`src/rtl/mrc_pkg.sv`:
```
package mrc_pkg;

  localparam int GAIN_FRAC = 4;
  localparam int RES_FRAC  = 8;

  function automatic logic [2:0] fix_nlog2(input logic [2:0] v, input int maxl);
    if (v == 3'd0) return 3'd1;
    if (int'(v) > maxl) return 3'(maxl);
    return v;
  endfunction

endpackage

```
`src/rtl/mrc_ripple_filt.sv`:
```
module mrc_ripple_filt #(
  parameter int EW = 12,
  parameter int AW = 4
) (
  input  logic                 clk,
  input  logic                 rst,
  input  logic                 tick,
  input  logic                 bnd,
  input  logic [2:0]           nlog2,
  input  logic signed [EW-1:0] err,
  output logic signed [EW:0]   filt
);

  localparam int DEPTH = 1 << AW;

  logic signed [EW-1:0] hist_mem [DEPTH];
  logic [DEPTH-1:0]     seen_q;
  logic [AW-1:0]        ph_q, idx, nmask, ph_nx;
  logic [AW:0]          nfull;
  logic signed [EW-1:0] prev;

  always_comb begin
    nfull = (AW+1)'(1) << nlog2;
    nmask = AW'(nfull - (AW+1)'(1));
    idx   = bnd ? '0 : (ph_q & nmask);
    prev  = seen_q[idx] ? hist_mem[idx] : '0;
    filt  = (EW+1)'(err) - (EW+1)'(prev);
    ph_nx = (idx + AW'(1)) & nmask;
  end

  // history storage: no reset, so it maps onto distributed RAM
  always_ff @(posedge clk) begin
    if (tick) hist_mem[idx] <= err;
  end

  always_ff @(posedge clk) begin
    if (rst) begin
      seen_q <= '0;
      ph_q   <= '0;
    end else if (tick) begin
      seen_q[idx] <= 1'b1;
      ph_q        <= ph_nx;
    end
  end

  // without a strobe the phase wraps after the last slot
  a_r10_phase_wrap: assert property (@(posedge clk) disable iff (rst)
    (tick && !bnd && ((ph_q & nmask) == nmask)) |=> (ph_q == '0));

  // a strobed tick always writes slot 0 and moves on to slot 1
  a_r3_strobe_slot0: assert property (@(posedge clk) disable iff (rst)
    (tick && bnd) |=> (ph_q == AW'(1)) && seen_q[0]);

endmodule

```
`src/rtl/mrc_slow_pi.sv`:
```
module mrc_slow_pi #(
  parameter int EW       = 12,
  parameter int IW       = 16,
  parameter int SW       = 22,
  parameter int KI_SHIFT = 2,
  parameter int GF       = 4
) (
  input  logic                 clk,
  input  logic                 rst,
  input  logic                 load,
  input  logic signed [EW-1:0] err,
  input  logic [7:0]           gain,
  output logic signed [SW-1:0] slow_q,
  output logic signed [SW-1:0] slow_nx
);

  localparam logic signed [IW:0] IMAX = (IW+1)'((2**(IW-1)) - 1);
  localparam logic signed [IW:0] IMIN = -IMAX - (IW+1)'(1);

  logic signed [IW-1:0] integ_q, integ_nx;
  logic signed [IW:0]   isum;
  logic signed [EW+8:0] prod;

  always_comb begin
    isum = (IW+1)'(integ_q) + (IW+1)'(err);
    if (isum > IMAX)      integ_nx = IMAX[IW-1:0];
    else if (isum < IMIN) integ_nx = IMIN[IW-1:0];
    else                  integ_nx = isum[IW-1:0];
    prod    = (EW+9)'($signed({1'b0, gain})) * (EW+9)'(err);
    slow_nx = SW'(prod >>> GF) + SW'(integ_nx >>> KI_SHIFT);
  end

  always_ff @(posedge clk) begin
    if (rst) begin
      integ_q <= '0;
      slow_q  <= '0;
    end else if (load) begin
      integ_q <= integ_nx;
      slow_q  <= slow_nx;
    end
  end

  // the slow path moves only on a strobed tick
  a_r5_slow_holds: assert property (@(posedge clk) disable iff (rst)
    !load |=> $stable(slow_q) && $stable(integ_q));

  // a saturated integrator does not wrap further
  a_r6_clamp_high: assert property (@(posedge clk) disable iff (rst)
    (load && (integ_q == IMAX[IW-1:0]) && !err[EW-1]) |=> (integ_q == IMAX[IW-1:0]));

  a_r6_clamp_low: assert property (@(posedge clk) disable iff (rst)
    (load && (integ_q == IMIN[IW-1:0]) && err[EW-1]) |=> (integ_q == IMIN[IW-1:0]));

endmodule

```
`src/rtl/mrc_fast_path.sv`:
```
module mrc_fast_path #(
  parameter int EW = 12,
  parameter int DW = 12,
  parameter int SW = 22,
  parameter int FW = 28,
  parameter int GF = 4,
  parameter int RF = 8
) (
  input  logic                 clk,
  input  logic                 rst,
  input  logic                 tick,
  input  logic                 bnd,
  input  logic signed [EW:0]   filt,
  input  logic [7:0]           gain,
  input  logic [7:0]           resid,
  input  logic [DW-1:0]        duty_q,
  input  logic signed [SW-1:0] slow_q,
  output logic signed [FW-1:0] fast_nx
);

  localparam int PW = EW + 10;
  localparam int XW = SW + 10;

  logic signed [PW-1:0] prod, inc;
  logic signed [SW:0]   diff;
  logic signed [XW-1:0] decay, base;
  logic signed [FW-1:0] fast_q;

  always_comb begin
    prod    = PW'($signed({1'b0, gain})) * PW'(filt);
    inc     = prod >>> GF;
    // fed-back issued command minus the slow share = fast share actually applied
    diff    = (SW+1)'($signed({1'b0, duty_q})) - (SW+1)'(slow_q);
    decay   = XW'(diff) * XW'($signed({1'b0, resid}));
    base    = decay >>> RF;
    fast_nx = bnd ? (FW'(base) + FW'(inc)) : (fast_q + FW'(inc));
  end

  always_ff @(posedge clk) begin
    if (rst)       fast_q <= '0;
    else if (tick) fast_q <= fast_nx;
  end

  // zero residual with no fresh deviation leaves no fast correction
  a_r7_full_cancel: assert property (@(posedge clk) disable iff (rst)
    (tick && bnd && (resid == 8'd0) && (filt == '0)) |=> (fast_q == '0));

  // the fast term moves only on sample ticks
  a_r4_fast_idle: assert property (@(posedge clk) disable iff (rst)
    !tick |=> $stable(fast_q));

endmodule

```
`src/rtl/mr_pwm_comp.sv`:
```
module mr_pwm_comp #(
  parameter int EW        = 12,
  parameter int DW        = 12,
  parameter int MAXN_LOG2 = 4,
  parameter int IW        = 16,
  parameter int KI_SHIFT  = 2
) (
  input  logic                 clk,
  input  logic                 rst,
  input  logic                 smp_vld,
  input  logic signed [EW-1:0] smp_err,
  input  logic                 per_start,
  input  logic [7:0]           cfg_gain,
  input  logic [7:0]           cfg_resid,
  input  logic [2:0]           cfg_nlog2,
  input  logic [DW-1:0]        cfg_dmax,
  output logic [DW-1:0]        duty_cmd,
  output logic                 duty_vld
);
  import mrc_pkg::*;

  localparam int PW = EW + 9;
  localparam int SW = ((PW > IW) ? PW : IW) + 1;
  localparam int FW = SW + MAXN_LOG2 + 2;

  logic                 bnd;
  logic [7:0]           act_gain, act_resid, eff_gain, eff_resid;
  logic [2:0]           act_nlog2, eff_nlog2, fixed_nlog2;
  logic [DW-1:0]        act_dmax, eff_dmax;
  logic signed [EW:0]   filt;
  logic signed [SW-1:0] slow_q, slow_nx, slow_eff;
  logic signed [FW-1:0] fast_nx;
  logic signed [FW:0]   sum, dmax_ext;
  logic [DW-1:0]        duty_nx;

  // configuration shadow: the strobed tick sees the new values directly
  always_comb begin
    bnd         = smp_vld & per_start;
    fixed_nlog2 = fix_nlog2(cfg_nlog2, MAXN_LOG2);
    eff_gain    = bnd ? cfg_gain    : act_gain;
    eff_resid   = bnd ? cfg_resid   : act_resid;
    eff_nlog2   = bnd ? fixed_nlog2 : act_nlog2;
    eff_dmax    = bnd ? cfg_dmax    : act_dmax;
  end

  always_ff @(posedge clk) begin
    if (rst) begin
      act_gain  <= '0;
      act_resid <= '0;
      act_nlog2 <= 3'd1;
      act_dmax  <= '0;
    end else if (bnd) begin
      act_gain  <= cfg_gain;
      act_resid <= cfg_resid;
      act_nlog2 <= fixed_nlog2;
      act_dmax  <= cfg_dmax;
    end
  end

  mrc_ripple_filt #(.EW(EW), .AW(MAXN_LOG2)) u_rip (
    .clk(clk), .rst(rst), .tick(smp_vld), .bnd(bnd),
    .nlog2(eff_nlog2), .err(smp_err), .filt(filt)
  );

  mrc_slow_pi #(.EW(EW), .IW(IW), .SW(SW), .KI_SHIFT(KI_SHIFT), .GF(GAIN_FRAC)) u_slow (
    .clk(clk), .rst(rst), .load(bnd), .err(smp_err), .gain(eff_gain),
    .slow_q(slow_q), .slow_nx(slow_nx)
  );

  mrc_fast_path #(.EW(EW), .DW(DW), .SW(SW), .FW(FW), .GF(GAIN_FRAC), .RF(RES_FRAC)) u_fast (
    .clk(clk), .rst(rst), .tick(smp_vld), .bnd(bnd), .filt(filt),
    .gain(eff_gain), .resid(eff_resid), .duty_q(duty_cmd), .slow_q(slow_q),
    .fast_nx(fast_nx)
  );

  always_comb begin
    slow_eff = bnd ? slow_nx : slow_q;
    sum      = (FW+1)'(slow_eff) + (FW+1)'(fast_nx);
    dmax_ext = (FW+1)'($signed({1'b0, eff_dmax}));
    if (sum < 0)             duty_nx = '0;
    else if (sum > dmax_ext) duty_nx = eff_dmax;
    else                     duty_nx = sum[DW-1:0];
  end

  always_ff @(posedge clk) begin
    if (rst) begin
      duty_cmd <= '0;
      duty_vld <= 1'b0;
    end else begin
      duty_vld <= smp_vld;
      if (smp_vld) duty_cmd <= duty_nx;
    end
  end

  // reset leaves a zero, invalid command
  a_r1_reset_clears: assert property (@(posedge clk)
    rst |=> (duty_cmd == '0) && !duty_vld);

  // one valid pulse per tick, command frozen otherwise
  a_r2_valid_follows: assert property (@(posedge clk) disable iff (rst)
    smp_vld |=> duty_vld);

  a_r2_hold_idle: assert property (@(posedge clk) disable iff (rst)
    !smp_vld |=> !duty_vld && $stable(duty_cmd));

  // the issued command never exceeds the captured ceiling
  a_r8_duty_ceiling: assert property (@(posedge clk) disable iff (rst)
    duty_vld |-> (duty_cmd <= act_dmax));

  // captured configuration moves only on a strobed tick
  a_r9_cfg_frozen: assert property (@(posedge clk) disable iff (rst)
    !bnd |=> $stable(act_gain) && $stable(act_resid) && $stable(act_nlog2) && $stable(act_dmax));

endmodule

```
`config.mk`:
```
export PLATFORM = sky130hd
export DESIGN_NAME = mr_pwm_comp
export DESIGN_NICKNAME = d
export VERILOG_FILES = /design/src/rtl/mrc_pkg.sv /design/src/rtl/mrc_ripple_filt.sv /design/src/rtl/mrc_slow_pi.sv /design/src/rtl/mrc_fast_path.sv /design/src/rtl/mr_pwm_comp.sv
export SDC_FILE = /design/constraint.sdc
export NUM_CORES = 2
export LEC_CHECK = 0
export BUFFER_PORTS_ARGS = -buffer_cell sky130_fd_sc_hd__buf_2
export CORE_UTILIZATION = 28
export DETAILED_ROUTE_END_ITERATION = 12
export HOLD_SLACK_MARGIN = 0.15
export PLACE_DENSITY = 0.5
export SYNTH_ARGS = -nofsm -noshare
export SYNTH_HDL_FRONTEND = slang
export SYNTH_HIERARCHICAL = 1
export SYNTH_SLANG_ARGS = --single-unit
```
`constraint.sdc`:
```
create_clock -name clk -period 25.3 [get_ports clk]
set_input_delay 3.795 -clock clk [delete_from_list [all_inputs] [get_ports clk]]
set_output_delay 3.795 -clock clk [all_outputs]
set_load 0.03 [all_outputs]
```
# Word level (Yosys, flattened, before mapping)
# Memory sizes are Yosys's and may differ from the RTL's.
# Cells that the tools add are included.
[totals]
regBits = 130
ram_bits = 192
input_bits = 47
output_inout_bits = 13
memories = 1
[op_classes]
add_sub_neg = 9
multipliers = 3
order_cmp = 7
shift = 1
n_mux = 25
n_bitwise = 4
reduce_logical = 2
[mem_list]
columns = ["name", "words", "word_bits", "rd", "rd_clocked_by_memory_dff", "write_ports", "line", "rtl"]
rows = [
  ["u_rip.hist_mem", 16, 12, 1, 0, 1, "mrc_ripple_filt.sv:16", "logic signed [EW-1:0] hist_mem [DEPTH];"],
]
[op_table]
columns = ["cell", "count"]
rows = [
  ["2-to-1 mux 12 bit", 4],
  ["multiplier 23 x 9 -> 32 bit", 1],
  ["2-to-1 mux 16 bit", 2],
  ["adder 22 x 28 -> 29 bit", 1],
  ["greater-than comparator 29 x 13 -> 1 bit", 1],
  ["< comparator 29 x 1 -> 1 bit, second input constant", 1],
  ["adder 28 x 18 -> 28 bit", 1],
  ["2-to-1 mux 28 bit", 1],
  ["adder 24 x 18 -> 25 bit", 1],
  ["subtractor 13 x 22 -> 23 bit", 1],
  ["multiplier 9 x 13 -> 22 bit", 1],
  ["2-to-1 mux 22 bit", 1],
  ["multiplier 9 x 12 -> 21 bit", 1],
  ["adder 17 x 14 -> 18 bit", 1],
  ["adder 16 x 12 -> 17 bit", 1],
  ["greater-than comparator 17 x 16 -> 1 bit, second input constant", 1],
  ["< comparator 17 x 16 -> 1 bit, second input constant", 1],
  ["2-to-1 mux 8 bit", 2],
  ["bitwise OR 16 bit", 1],
  ["2-to-1 mux 3 bit", 5],
  ["subtractor 12 x 12 -> 13 bit", 1],
  ["AND 4 bit", 2],
  ["2-to-1 mux 1 bit", 7],
  ["< comparator 4 x 5 -> 1 bit, second input constant", 1],
  ["11 further kinds", 11],
]

# Depth between registers and ports, before layout
[logic_depth]
depth_word = 21
depth_mapped = 63

# Modules after synthesis
# Netlist, hierarchy kept.
[modules_own_cells]
columns = ["mod", "n_inst", "cells_each", "area_each_um2", "seq_area_each_um2"]
rows = [
  ["mrc_fast_path", 1, 2071, 16076.7, 560.5],
  ["mrc_ripple_filt", 1, 637, 8876.0, 6165.9],
  ["mrc_slow_pi", 1, 839, 6860.3, 680.7],
  ["mr_pwm_comp", 1, 520, 4365.4, 880.8],
]

# Worst setup path after synthesis
# Ideal clock, no wire load.
[synth_path]
path_kind = "in2reg"
from = "input per_start"
to = "register duty_cmd[10]"
arrival_ns = 16.431
required_time_ns = 25.170
slack_ns = 8.738
stages = 58
n_path_buf = 8
cell_sequence = "nand2_1 clkbuf_1 clkbuf_1 clkbuf_1 inv_1 nor2b_1 buf_2 nand4_1 o32a_1 o211a_1 nand3_2 buf_4 nand3_1 ha_1 nor2b_1 o31a_1 or4_1 a31oi_2 [22 not listed] or4_1 nor4_1 or3b_1 a31o_2 xor2_1 mux2_2 ha_1 buf_2 and2_1 and3_4 buf_6 a221o_1 o41ai_2 a211oi_1 or4_4 buf_6 nor4b_2 o31ai_1"
[synth_via]
elab_chain_cells = 17
[synth_lines]
columns = ["element", "line", "rtl"]
rows = [
  ["from (decl)", "mr_pwm_comp.sv:12", "input logic per_start,"],
  ["AND 1 bit *", "mr_pwm_comp.sv:38", "bnd = smp_vld & per_start;"],
  ["via bnd", "mr_pwm_comp.sv:26", "logic bnd;"],
  ["2-to-1 mux 3 bit", "-", ""],
  ["left shift 1 x 3 -> 4 bit", "mrc_ripple_filt.sv:23", "nfull = (AW+1)'(1) << nlog2;"],
  ["subtractor 4 x 1 -> 4 bit", "mrc_ripple_filt.sv:24", "nmask = AW'(nfull - (AW+1)'(1));"],
  ["AND 4 bit", "mrc_ripple_filt.sv:25", "idx = bnd ? '0 : (ph_q & nmask);"],
  ["2-to-1 mux 4 bit *", "mrc_ripple_filt.sv:25", ""],
  ["binary-select mux 1 bit (select 4 bit)", "mrc_ripple_filt.sv:26", "prev = seen_q[idx] ? hist_mem[idx] : '0;"],
  ["[3 not listed]", "-", ""],
  ["via filt[7]", "mr_pwm_comp.sv:30", "logic signed [EW:0] filt;"],
  ["multiplier 9 x 13 -> 22 bit *", "mrc_fast_path.sv:30", "prod = PW'($signed({1'b0, gain})) * PW'(filt);"],
  ["adder 28 x 18 -> 28 bit or adder 24 x 18 -> 25 bit (tied branches)", "mrc_fast_path.sv:36", "fast_nx = bnd ? (FW'(base) + FW'(inc)) : (fast_q + FW'(inc));"],
  ["2-to-1 mux 28 bit *", "mrc_fast_path.sv:36", ""],
  ["via fast_nx[17]", "mr_pwm_comp.sv:32", "logic signed [FW-1:0] fast_nx;"],
  ["adder 22 x 28 -> 29 bit *", "mr_pwm_comp.sv:78", "sum = (FW+1)'(slow_eff) + (FW+1)'(fast_nx);"],
  ["greater-than comparator 29 x 13 -> 1 bit", "mr_pwm_comp.sv:81", "else if (sum > dmax_ext) duty_nx = eff_dmax;"],
  ["2-to-1 mux 12 bit", "mr_pwm_comp.sv:81", ""],
  ["2-to-1 mux 12 bit *", "mr_pwm_comp.sv:80", "if (sum < 0) duty_nx = '0;"],
  ["to (signal assigned)", "mr_pwm_comp.sv:91", "if (smp_vld) duty_cmd <= duty_nx;"],
  ["to (decl)", "mr_pwm_comp.sv:17", "output logic [DW-1:0] duty_cmd,"],
]
# Mark *: on every way through the listed nets, which the timed path passes. The rest lies on a longest branch. The select of a mux whose other input is x is not followed.
# A chain may end at the register's enable or synchronous reset.

# Worst setup path after layout
[layout_path]
from = "input smp_vld"
to = "register duty_cmd[7]"
[layout_via]
elab_chain_cells = 17
[layout_lines]
columns = ["element", "line", "rtl"]
rows = [
  ["from (decl)", "mr_pwm_comp.sv:10", "input logic smp_vld,"],
  ["AND 1 bit *", "mr_pwm_comp.sv:38", ""],
  ["2-to-1 mux 3 bit *", "-", ""],
  ["via eff_nlog2[2]", "mr_pwm_comp.sv:28", "logic [2:0] act_nlog2, eff_nlog2, fixed_nlog2;"],
  ["left shift 1 x 3 -> 4 bit *", "mrc_ripple_filt.sv:23", ""],
  ["subtractor 4 x 1 -> 4 bit *", "mrc_ripple_filt.sv:24", ""],
  ["AND 4 bit *", "mrc_ripple_filt.sv:25", ""],
  ["2-to-1 mux 4 bit *", "mrc_ripple_filt.sv:25", ""],
  ["binary-select mux 1 bit (select 4 bit)", "mrc_ripple_filt.sv:26", ""],
  ["[3 not listed]", "-", ""],
  ["via filt[4]", "mr_pwm_comp.sv:30", ""],
  ["multiplier 9 x 13 -> 22 bit *", "mrc_fast_path.sv:30", ""],
  ["adder 28 x 18 -> 28 bit or adder 24 x 18 -> 25 bit (tied branches)", "mrc_fast_path.sv:36", ""],
  ["2-to-1 mux 28 bit *", "mrc_fast_path.sv:36", ""],
  ["via fast_nx[21]", "mr_pwm_comp.sv:32", ""],
  ["adder 22 x 28 -> 29 bit *", "mr_pwm_comp.sv:78", ""],
  ["greater-than comparator 29 x 13 -> 1 bit", "mr_pwm_comp.sv:81", ""],
  ["2-to-1 mux 12 bit", "mr_pwm_comp.sv:81", ""],
  ["2-to-1 mux 12 bit *", "mr_pwm_comp.sv:80", ""],
]
# Marked as above.

==> results.toml <==
[timing]
rsz0062_at_grt = "no"
period_share = 0.751
fin_setup_tns_ns = 0
final-hold-violation-count = 0
fmax_mhz = 52.7
hold_slack_ns = 0.472
finClkSkew_ns = 0.0637
drv_slew = 0
fin_crit_ns = 18.99
setup_violations = 0
slew_headroom = 0.220
tightest_slew_ns = 1.17

[clocking]
cts_resized = 0
postCtsSetupRepairBufs = 0
cts-buffers-inserted = 40
cts_tree = "done"
clk_latency_ns = 0.61
clock_sinks = 318
cts_hold_buf = 0
htreeDepth = 2
clockBufferDepth = 3
cts-root-buf = "clkbuf_16"
clkSlewWorstSetupHoldPaths_ns = 0.06

[yosys]
syn-num-nets = 4721
synth-seq-cells = 318
synthAdderAreaFrac = 0.278
synthMuxAreaShare = 0.0295
synth.distinct_cells = 122
yosysWarnings = 6
synth_compound_area_frac = 0.154
synth_flop_cell = "edfxtp_1"
synth_edf_count = 192
synth_area_um2 = 36200
synth_top_area_share = 0.173
ys_seq_area_frac = 0.229
yosys.area_share.simple = 0.192
yosys.area.top_type = "fa_1"
synth_xor_area_frac = 0.0346
synthCells = 4067
synth.top_cells.by_area = "fa_1 17%, edfxtp_1 16%, ha_1 10%"
synth_top_family_by_area = "adder cells"
synth_area_per_cell_um2 = 8.90
async_reset_ff_frac = 0

[critical_path]
reg2reg_depth = 53
cpPeakStageDelay_ns = 0.80
cp_data_arrival_time_ns = 19.45
rr_startpoint = "act_nlog2[1]"
worstPathRequired_ns = 25.76
startpoint_type = "input pin"
crit_slowest_cell = "nand4_1"
reg2reg_slack_ns = 10.03
endpoint_kind = "flip-flop"
cp_max_fo = 29
crit_type = "input pin to flip-flop"
crit-reg2reg-capture = "duty_cmd[7]"

[drt]
vias = 28826
dr.max_layer_used = "met4"
drt_iter0_drc = 2157
antenna_left = 0
via_per_inst = 5.05
drt-pass1-iter-count = 6
route.met3.wl_mm = 5.65
drt_wl_total_mm = 105
met1_length_mm = 50.4
route.met2.wl_mm = 46.6
drc = 0
routedWlPerCell_um = 18.4

[layout]
regArea_um2 = 8290
area_delta_synth_final_pct = 9.14
fin_nets = 4662
multiInputGateArea_um2 = 24900
drive_above_1_share = 0.0790
fillers = 13413
layout_commonest_cell = "inv_1"
final_cell_mix = "539 x inv_1, 373 x nand2_1, 312 x fa_1, 294 x ha_1, 280 x nor2_1"
fin_area_um2 = 39500

[die]
rows = 131
die_h_um = 361
die-area_um2 = 131000
ios = 60
die_w_um = 361
initial_core_util = 0.283
core-area_um2 = 128000

[run_status]
status = "finished, final reports clean"

[hold_path]
hold_depth = 2
hold_end = "u_rip/seen_q[6]"
hold_start = "u_rip/seen_q[6]"
hp-class = "flip-flop to flip-flop"

[place]
dp_hpwl_mm = 79.3
gp_congestion = 0.895
port_buffers = 59
place_area_um2 = 38000

[global_route]
grt_pass1_wl_mm = 165
grt_pass1_vias = 28219
grt_overflow = 0
grt_max_degree = 82
antenna_found_initial = 4
grt_use_total = 0.159

[job]
drv_cap = 0
worst max-delay path by stage:
stage                   start           end  slack (ns)
finish                smp_vld   duty_cmd[7]        6.31
global route          smp_vld   duty_cmd[7]        5.29
CTS                   smp_vld   duty_cmd[7]        6.59
detailed placement    smp_vld   duty_cmd[7]        6.01
global placement      smp_vld   duty_cmd[5]        6.35
floorplan           per_start  duty_cmd[10]        8.74
kinds of logic (layout without fill, tap and decap cells):
logic type,after synthesis,count (layout)
AOI/OAI and AO/OA,778,778
xor gates and xnor gates,143,143
adders and majority gates,620,620
buffers and inverters,759,732
DFF,318,318
muxes,101,101
other,0,1
and+or+nand+nor,1348,1348
synth_stat cells (9+ instances only):
cell	count
a221oi_1	44
dfxtp_1	126
buf_2	39
edfxtp_1	192
fa_1	312
nor4b_2	10
a21oi_1	151
nand3_1	96
ha_1	295
buf_4	10
o2111ai_1	9
nand4_1	76
nor3b_1	11
a21o_1	58
o31ai_1	21
nor2_1	283
o21a_1	64
nor4b_1	28
clkbuf_1	149
and2_1	179
a211oi_1	19
o21bai_1	21
nor2b_1	55
o21ai_1	12
nor4_1	11
xor2_1	41
nor3_1	81
nand2_1	374
or3_1	13
inv_1	540
a22oi_1	12
o211ai_1	19
o311ai_0	29
a31oi_1	68
mux2i_1	55
nand4b_1	16
nand2b_1	24
and3_1	33
o21ai_0	124
mux2_2	46
xnor2_1	102
sequential cells by signal, summed over array words and instances (netlist names), 4 cells and up:
| register | count |
|---|---|
| u_rip/hist_mem | 192 |
| u_fast/fast_q | 28 |
| u_slow/slow_q | 18 |
| u_rip/seen_q | 16 |
| u_slow/integ_q | 16 |
| act_dmax | 12 |
| duty_cmd | 12 |
| act_gain | 8 |
| act_resid | 8 |
| u_rip/ph_q | 4 |
routing by layer:
layer  track usage  vias up
met5             0        -
met4        0.0356        0
met3        0.0246       84
met2         0.253      623
met1         0.226    14224
li1              -    13895
metrics by stage:
stage	worst slack [ns]	utilization	cells
floorplan	8.74	-	4067
global placement	6.35	0.297	5628
detailed placement	6.01	0.297	5628
CTS	6.59	0.309	5702
global route	5.29	0.309	5702
finish	6.31	0.309	5703
worst max-delay path, delay by kind of cell:
family,cells,cell delay (ns)
compound gates,18,4.35
xor+xnor,3,0.92
mux,2,0.62
simple gates,15,4.59
fa+ha+maj,9,3.80
buf+inv,7,1.33
cell type report:
class / count / share of cell area
multi-input combinational: 2990 / 0.631
timing repair buffer: 109 / 0.0170
inverter: 549 / 0.0523
clock inverter: 28 / 0.0106
tap: 1662 / 0.0527
antenna: 1 / 0.0000634
clock buffer: 46 / 0.0262
sequential: 318 / 0.210
Power is left out: the tool's default activity adds up to more than one toggle a clock period on the data nets, which glitch-free logic cannot reach.
